==> config.mk <==
export PLATFORM = sky130hd
export DESIGN_NAME = nd97_lowpass
export DESIGN_NICKNAME = d
export VERILOG_FILES = /design/src/rtl/nd97_pkg.sv /design/src/rtl/nd97_tapline.sv /design/src/rtl/nd97_bitsum.sv /design/src/rtl/nd97_accum.sv /design/src/rtl/nd97_lowpass.sv
export SDC_FILE = /design/constraint.sdc
export NUM_CORES = 1
export LEC_CHECK = 0
export ABC_AREA = 1
export CELL_PAD_IN_SITES_DETAIL_PLACEMENT = 1
export CELL_PAD_IN_SITES_GLOBAL_PLACEMENT = 2
export CORE_MARGIN = 1
export CORE_UTILIZATION = 40
export CTS_BUF_LIST = sky130_fd_sc_hd__clkbuf_4
export CTS_CLUSTER_DIAMETER = 150
export CTS_CLUSTER_SIZE = 28
export DETAILED_ROUTE_END_ITERATION = 8
export PLACE_DENSITY = 0.93
export SLEW_MARGIN = 20
export SYNTH_ARGS = -nofsm -noshare
export SYNTH_HDL_FRONTEND = slang
export SYNTH_SLANG_ARGS = --single-unit
==> constraint.sdc <==
create_clock -name clk -period 11.78 [get_ports clk]
set_clock_uncertainty 0.1 [all_clocks]
set_input_delay 2.356 -clock clk [delete_from_list [all_inputs] [get_ports clk]]
set_output_delay 2.356 -clock clk [all_outputs]
set_load 0.01 [all_outputs]
==> src/rtl/nd97_pkg.sv <==
// Shared constants and types for the bit-serial 9/7 low-pass filter.
// Assumes a symmetric nine-tap kernel, which gives five distinct weights.
package nd97_pkg;
    localparam int NUM_TAPS  = 9;
    localparam int NUM_TERMS = (NUM_TAPS + 1) / 2;
    localparam int MID_TAP   = NUM_TERMS - 1;

    typedef enum logic [1:0] {
        ST_IDLE = 2'd0,
        ST_LOAD = 2'd1,
        ST_RUN  = 2'd2,
        ST_DONE = 2'd3
    } seq_state_t;
endpackage

==> src/rtl/nd97_tapline.sv <==
// Input register, nine-deep sample window and symmetric pre-adders.
// Position 0 holds the newest sample. A captured sample enters the
// window one cycle later, when shift_en is high.
module nd97_tapline
    import nd97_pkg::*;
#(
    parameter int DATA_W = 8,
    parameter int PRE_W  = DATA_W + 1
) (
    input  logic                              clk,
    input  logic                              rst_n,
    input  logic                              cap_en,
    input  logic                              shift_en,
    input  logic [DATA_W-1:0]                 smp_data,
    output logic [NUM_TERMS-1:0][PRE_W-1:0]   terms
);
    logic [DATA_W-1:0]                in_reg;
    logic [NUM_TAPS-1:0][DATA_W-1:0]  taps;

    // Capture the accepted sample in the input register.
    always_ff @(posedge clk) begin
        if (!rst_n)      in_reg <= '0;
        else if (cap_en) in_reg <= smp_data;
    end

    // Push the captured sample into the window.
    always_ff @(posedge clk) begin
        if (!rst_n)        taps <= '0;
        else if (shift_en) taps <= {taps[NUM_TAPS-2:0], in_reg};
    end

    // Middle tap alone, then each pair of taps that shares a weight.
    assign terms[0] = {taps[MID_TAP][DATA_W-1], taps[MID_TAP]};
    for (genvar i = 1; i < NUM_TERMS; i++) begin : g_pair
        assign terms[i] = {taps[MID_TAP-i][DATA_W-1], taps[MID_TAP-i]}
                        + {taps[MID_TAP+i][DATA_W-1], taps[MID_TAP+i]};
    end
endmodule

==> src/rtl/nd97_bitsum.sv <==
// Fixed adder array. For each coefficient bit it sums the terms whose
// coefficient has a 1 in that bit. Assumes PS_W leaves room for all
// five terms.
module nd97_bitsum
    import nd97_pkg::*;
#(
    parameter int PRE_W  = 9,
    parameter int PS_W   = PRE_W + 3,
    parameter int COEF_W = 8,
    parameter logic [NUM_TERMS-1:0][COEF_W-1:0] COEFS = '0
) (
    input  logic [NUM_TERMS-1:0][PRE_W-1:0] terms,
    output logic [COEF_W-1:0][PS_W-1:0]     psum
);
    for (genvar b = 0; b < COEF_W; b++) begin : g_bit
        // Add the terms whose coefficient has a 1 in bit b.
        always_comb begin
            psum[b] = '0;
            for (int i = 0; i < NUM_TERMS; i++) begin
                if (COEFS[i][b])
                    psum[b] = psum[b]
                            + {{(PS_W-PRE_W){terms[i][PRE_W-1]}}, terms[i]};
            end
        end
    end
endmodule

==> src/rtl/nd97_accum.sv <==
// Shift-right accumulator. Each step adds one partial sum, weighted by
// 2^(COEF_W-1), after shifting the running sum right by one. The last
// step negates its input, since the top bit has negative weight. After
// COEF_W steps the sum is exact, because no set bit is shifted out.
module nd97_accum #(
    parameter int PS_W   = 12,
    parameter int COEF_W = 8,
    parameter int ACC_W  = PS_W + COEF_W
) (
    input  logic             clk,
    input  logic             rst_n,
    input  logic             clr,
    input  logic             step,
    input  logic             last,
    input  logic [PS_W-1:0]  psel,
    output logic [ACC_W-1:0] acc_o
);
    logic signed [ACC_W-1:0] acc;
    logic signed [ACC_W-1:0] ext;
    logic signed [ACC_W-1:0] addend;

    // Sign-extend the partial sum, and negate it for the sign bit.
    always_comb begin
        ext    = {{(ACC_W-PS_W){psel[PS_W-1]}}, psel};
        addend = last ? (~ext + 1'b1) : ext;
    end

    // Running sum: shift right, then add the weighted partial sum.
    always_ff @(posedge clk) begin
        if (!rst_n)    acc <= '0;
        else if (clr)  acc <= '0;
        else if (step) acc <= (acc >>> 1) + (addend <<< (COEF_W-1));
    end

    assign acc_o = acc;
endmodule

==> src/rtl/nd97_lowpass.sv <==
// Top level: handshake, sequencer and bit-select multiplexer around the
// window, the adder array and the accumulator. One sample is taken in
// IDLE; LOAD shifts it into the window and clears the sum; RUN takes
// COEF_W bit steps, least significant first; DONE raises the valid pulse.
module nd97_lowpass
    import nd97_pkg::*;
#(
    parameter int DATA_W = 8,
    parameter int COEF_W = 8,
    parameter logic [NUM_TERMS-1:0][COEF_W-1:0] COEFS =
        {8'h03, 8'hFE, 8'hF6, 8'h22, 8'h4D},
    localparam int PRE_W = DATA_W + 1,
    localparam int PS_W  = PRE_W + $clog2(NUM_TERMS),
    localparam int ACC_W = PS_W + COEF_W,
    localparam int CNT_W = $clog2(COEF_W)
) (
    input  logic              clk,
    input  logic              rst_n,
    input  logic              smp_valid,
    input  logic [DATA_W-1:0] smp_data,
    output logic              smp_ready,
    output logic              flt_valid,
    output logic [ACC_W-1:0]  flt_data
);
    seq_state_t                       state;
    logic [CNT_W-1:0]                 bit_cnt;
    logic                             accept;
    logic                             last_bit;
    logic [NUM_TERMS-1:0][PRE_W-1:0]  terms;
    logic [COEF_W-1:0][PS_W-1:0]      psum;
    logic [PS_W-1:0]                  psel;

    assign smp_ready = (state == ST_IDLE);
    assign accept    = smp_valid && smp_ready;
    assign last_bit  = (bit_cnt == CNT_W'(COEF_W-1));
    assign flt_valid = (state == ST_DONE);

    // Step through the phases of one computation.
    always_ff @(posedge clk) begin
        if (!rst_n) begin
            state   <= ST_IDLE;
            bit_cnt <= '0;
        end else begin
            case (state)
                ST_IDLE: if (accept) state <= ST_LOAD;
                ST_LOAD: begin
                    state   <= ST_RUN;
                    bit_cnt <= '0;
                end
                ST_RUN: begin
                    bit_cnt <= bit_cnt + 1'b1;
                    if (last_bit) state <= ST_DONE;
                end
                default: state <= ST_IDLE;
            endcase
        end
    end

    // Pick the partial sum for the current bit.
    always_comb psel = psum[bit_cnt];

    nd97_tapline #(
        .DATA_W (DATA_W),
        .PRE_W  (PRE_W)
    ) u_tapline (
        .clk      (clk),
        .rst_n    (rst_n),
        .cap_en   (accept),
        .shift_en (state == ST_LOAD),
        .smp_data (smp_data),
        .terms    (terms)
    );

    nd97_bitsum #(
        .PRE_W  (PRE_W),
        .PS_W   (PS_W),
        .COEF_W (COEF_W),
        .COEFS  (COEFS)
    ) u_bitsum (
        .terms (terms),
        .psum  (psum)
    );

    nd97_accum #(
        .PS_W   (PS_W),
        .COEF_W (COEF_W),
        .ACC_W  (ACC_W)
    ) u_accum (
        .clk   (clk),
        .rst_n (rst_n),
        .clr   (state == ST_LOAD),
        .step  (state == ST_RUN),
        .last  (last_bit),
        .psel  (psel),
        .acc_o (flt_data)
    );
endmodule

Word level (Yosys, flattened, before mapping):

Cells that the tools add are included.

* register bits after elaboration: 105
* input bits: 11
* output and inout bits: 22

* $add $sub $neg: 15
* order comparisons: 1
* equality and inequality tests: 6
* mux-type cells: 7
* bitwise operators: 2
* reduce and logical (&&, ||, !) cells: 5

Operators with widths (count)
* adder 8 x 8 -> 9 bit: 4
* binary-select mux 12 bit (select 3 bit): 1
* adder 8 x 9 -> 10 bit: 3
* adder 10 x 9 -> 11 bit: 2
* adder 19 x 20 -> 20 bit: 1
* adder 9 x 9 -> 10 bit: 2
* adder 13 x 1 -> 13 bit (second input constant): 1
* two-way mux 13 bit: 1
* NOT 13 bit: 1
* adder 11 x 9 -> 12 bit: 1
* two-way mux 12 bit: 1
* case mux 2 bit (3 select lines): 1
* case mux 3 bit (2 select lines): 1
* == test 2 bit (second input constant): 2
* < comparator 3 x 4 -> 1 bit (second input constant): 1
* two-way mux 2 bit: 2
* adder 3 x 1 -> 3 bit (second input constant): 1
* == test 3 bit (second input constant): 1
* == test 2 x 1 -> 1 bit (second input constant): 1
* logical NOT 2 bit: 1
* != test 2 x 1 -> 1 bit (second input constant): 1
* != test 2 bit (second input constant): 1
* AND reduction 2 bit: 1
* nonzero test 2 bit: 1
* other kinds (3): 3

Longest topological paths before layout:

* word-level depth: 10
* depth in mapped cells: 44
* mapped depth without buffers: 44

By module:

From an unflattened synthesis, not the netlist that was laid out.

* cells, all modules: 1830
* area, all modules: 11125.7 µm²

By module, submodules not included
* nd97_tapline: instances 1, cells an instance 630, area each 4364.2 µm², sequential area each 1601.5 µm²
* nd97_bitsum: instances 1, cells an instance 580, area each 3505.9 µm², sequential area each 0.0 µm²
* nd97_accum: instances 1, cells an instance 260, area each 1640.3 µm², sequential area each 400.4 µm²
* nd97_lowpass: instances 1, cells an instance 360, area each 1615.3 µm², sequential area each 100.1 µm²

Worst setup path before layout:

No wires, ideal clock.

* path kind: register to register
* from: register u_tapline.taps[16] (netlist name)
* to: register u_accum.acc[18] (netlist: u_accum.acc_o[18])
* arrival: 6026 ps
* required time: 11565 ps
* path slack: 5539 ps
* cell stages (with the launch flop): 36
* path buffers: 0
* period minus slack after synthesis: 6241 ps
* cells stage by stage: dfxtp_1 -> ha_1 -> fa_1 -> xor2_1 -> inv_1 -> fa_1 -> fa_1 -> inv_1 -> fa_1 -> nand3_1 -> nand3_1 -> xor2_1 -> inv_1 -> ha_1 -> inv_1 -> o21ai_0 -> a21oi_1 -> nand2_1 -> nand2_1 -> nand3_1 -> nand3_1 -> nand2_1 -> a21oi_1 -> nand2_2 -> xor2_1 -> inv_1 -> ha_1 -> nand2_1 -> o21ai_0 -> a21oi_1 -> o21bai_1 -> a21oi_1 -> o21ai_0 -> xor2_1 -> o21ai_0 -> inv_1

* cells in the longest elaborated chain, start to end: 10

Ends and longest elaborated chain
* start: declaration: RTL line nd97_tapline.sv:18 `logic [NUM_TAPS-1:0][DATA_W-1:0] taps;`
* start signal: assignment: RTL line nd97_tapline.sv:29 `else if (shift_en) taps <= {taps[NUM_TAPS-2:0], in_reg};`
* adder 8 x 8 -> 9 bit *: RTL line nd97_tapline.sv:36 `+ {taps[MID_TAP+i][DATA_W-1], taps[MID_TAP+i]};`
* adder 9 x 9 -> 10 bit: RTL line nd97_bitsum.sv:22 `+ {{(PS_W-PRE_W){terms[i][PRE_W-1]}}, terms[i]};`
* adder 10 x 9 -> 11 bit: RTL line nd97_bitsum.sv:22
* adder 11 x 9 -> 12 bit: RTL line nd97_bitsum.sv:22
* binary-select mux 12 bit (select 3 bit) *: RTL line nd97_lowpass.sv:60 `always_comb psel = psum[bit_cnt];`
* two-way mux 12 bit (not written as such) *: RTL line nd97_lowpass.sv:60
* NOT 13 bit: RTL line nd97_accum.sv:25 `addend = last ? (~ext + 1'b1) : ext;`
* adder 13 x 1 -> 13 bit: RTL line nd97_accum.sv:25
* two-way mux 13 bit *: RTL line nd97_accum.sv:25
* adder 19 x 20 -> 20 bit *: RTL line nd97_accum.sv:32 `else if (step) acc <= (acc >>> 1) + (addend <<< (COEF_W-1));`
* end signal: assignment: RTL line nd97_accum.sv:32
* end: declaration: RTL line nd97_accum.sv:18 `logic signed [ACC_W-1:0] acc;`

Every way passes the cells marked *; elsewhere a longest branch is shown, timed or not. The select of a mux whose other input is x is not followed.
A chain may end at the register's enable or synchronous reset.

Worst setup path in the final report:

Ends and elaborated chain as after synthesis.

==> flow_summary.ini <==
[layout]
final_nets = 1513
final_cell_mix = nand2_1, nor2_1, inv_1, o21ai_0, a21oi_1
fill_cells = 3031
regMostFlops = u_tapline.taps
syn2layout_area_growth_pct = 8.049
largest_register_ffs = 64
layout-drive-gt1-share_pct = 7.356
layout_commonest_cell = nand2_1

[detailed_routing]
routedWlPerCell_um = 16.04
drc = 0
via_per_inst = 5.166
first_iter_violations = 312
vias = 8715
wl_um = 27060
ant_nets = 0
drtPass1Iterations = 4

[grt]
overflow = 0
gr-usage-all-layers_pct = 23.37
grt_start_max_net_pins = 84
grt_pass1_vias = 8998
grt_pass1_wl_um = 45170
antenna_found_initial = 1

[placement]
io_buffers = 32
globalplace.congestion = 0.8449
hpwlAfterDp_um = 21890

[sta]
final_hold_viol_count = 0
max-slew-margin-rel_pct = 50.14
setup_viol_count_final = 0
fin_setup_tns_ps = 0
rsz0062_at_grt = false
maxSlewViolCount = 0
fin_crit_ps = 7270
period_share_pct = 61.72
worstMarginPinSlew_ps = 747.9
clock.fmax_ghz = 0.1375

[synth]
dominantRegCellSynth = dfxtp_1
async_flop_share_pct = 0
syn_area_mm2 = 0.009389
synthDistinctLibCells = 50
synth-edff-count = 0
synth_cells = 1356
yosysWarnings = 0
synth_nets = 1501
ys_seq_elements = 105
seq_area_frac_synth_pct = 22.39
avgSynthCellArea_um2 = 6.924

[outcome]
outcome = finished clean

[die]
die_w_um = 155.2
core_mm2 = 0.02285
die_h_um = 155.2
die-area_mm2 = 0.02409
initial_utilization_pct = 41.10
io_pins = 33
rows = 55

[setup_path]
critPathLaunchType = flop
r2r_setup_slack_ps = 4510
end_kind = flop
cp.required_ps = 12140
cp_max_fo = 4
path_class = reg2reg
cpMostUsedCell = inv_1
crit_path_max_incr_delay_ps = 560
worstPathArrival_ps = 7630
cp_slowest_cell = fa_1

[run]
max-cap-violations = 0

[cts]
cts_setup_buffers = 0
cts.sinks = 105
htreeDepth = 3
cts_buffer_depth = 2
cts_inserted_buffers = 9
cts_tree = built
cts.clk_slew.worst_paths_ps = 200
ctsHoldBuffers = 0
cts_root_buffer = clkbuf_4
cts.repair.resized = 0
clkLatencyLatePin_ps = 510

[worst_hold_path]
hold_path_class = reg2reg
metrics by stage:
| step | cells | cell area, um2 | utilization [%] | worst slack [ps] | hold slack, ps |
|---|---|---|---|---|---|
| 6_report | 1687 | 10140 | 44.40 | 4510 | 388.3 |
| 5_1_grt | 1687 | 10140 | 44.40 | 3753 | 410.3 |
| 4_1_cts | 1686 | 10140 | 44.39 | 4512 | 390.0 |
| 3_5_place_dp | 1670 | 9995 | 43.75 | 4563 | 366.2 |
| 3_3_place_gp | 1670 | 9995 | 43.75 | 4698 | 353.0 |
| 2_1_floorplan | 1356 | 9389 | - | 5539 | 355.7 |
layer usage:
metal,up-vias,track usage [%],part of all wire [%]
met3,22,2.507,1.7
met2,54,40.33,48
li1,4426,-,-
met5,-,0,0
met4,0,5.369,1.6
met1,4213,31.27,49
worst max-delay path, delay by kind of cell (launching register included):
family	cells	cell delay, ps
flops	1	370
xor+xnor	4	960
compound gates	9	1540
simple gates	9	880
buf+inv	6	500
fa+ha+maj	7	2860
area by class of cell:
class                   instances  area, um2  share of cell area (%)
multi-input cells            1023       6412                   63.21
flip-flops and latches        105       2102                   20.72
inverters                     188      705.7                   6.956
well taps                     313      391.6                   3.860
repair buffers                 41      382.9                   3.774
clock inverters                 7      80.08                  0.7893
clock buffers                   9      67.56                  0.6660
diodes                          1      2.502                 0.02467
final timing paths:
kind,startpoint,end,cells past startpoint
setup / recovery,u_tapline.taps[16],u_accum.acc_o[18],35
hold / removal,u_accum.acc_o[2],u_accum.acc_o[1],2
setup reg to reg,u_tapline.taps[16],u_accum.acc_o[18],35
hold reg to reg,u_accum.acc_o[2],u_accum.acc_o[1],2
kinds of logic after synthesis:
| family | count (synthesis) | share of synthesized area [%] |
|---|---|---|
| flip-flops | 105 | 22.39 |
| AND/OR/NAND/NOR | 548 | 26.45 |
| adder cells (fa/ha/maj) | 134 | 20.50 |
| AO/OA/AOI/OAI | 291 | 16.66 |
| XOR/XNOR | 50 | 4.664 |
| buffers and inverters | 228 | 9.342 |
cells in the mapped netlist, types with 2 or more instances:
library cell,n,area share (%)
nand2_1,202,8.1
nor2_1,183,7.3
inv_1,175,7.0
o21ai_0,135,7.2
a21oi_1,108,5.8
dfxtp_1,105,22
ha_1,101,13
nand3_1,78,4.2
xor2_1,39,3.6
fa_1,33,7.0
nand2_2,30,2.0
clkbuf_1,29,1.2
xnor2_1,11,1.0
o21bai_1,10,0.80
buf_2,8,0.43
nand2_4,8,0.96
nand3_2,8,0.85
nand4_1,8,0.53
nor3_1,8,0.43
a21o_1,7,0.56
inv_2,7,0.28
clkinv_1,6,0.24
o21ai_1,6,0.32
o211ai_1,5,0.40
or2_2,5,0.33
a31oi_1,4,0.27
nand3b_1,4,0.32
nor2_2,4,0.27
nor2_4,3,0.36
o22ai_1,3,0.20
a211oi_1,2,0.16
a21oi_2,2,0.19
and2_1,2,0.13
Power is left out: the tool's default activity adds up to more than one toggle a clock period on the data nets, which glitch-free logic cannot reach.
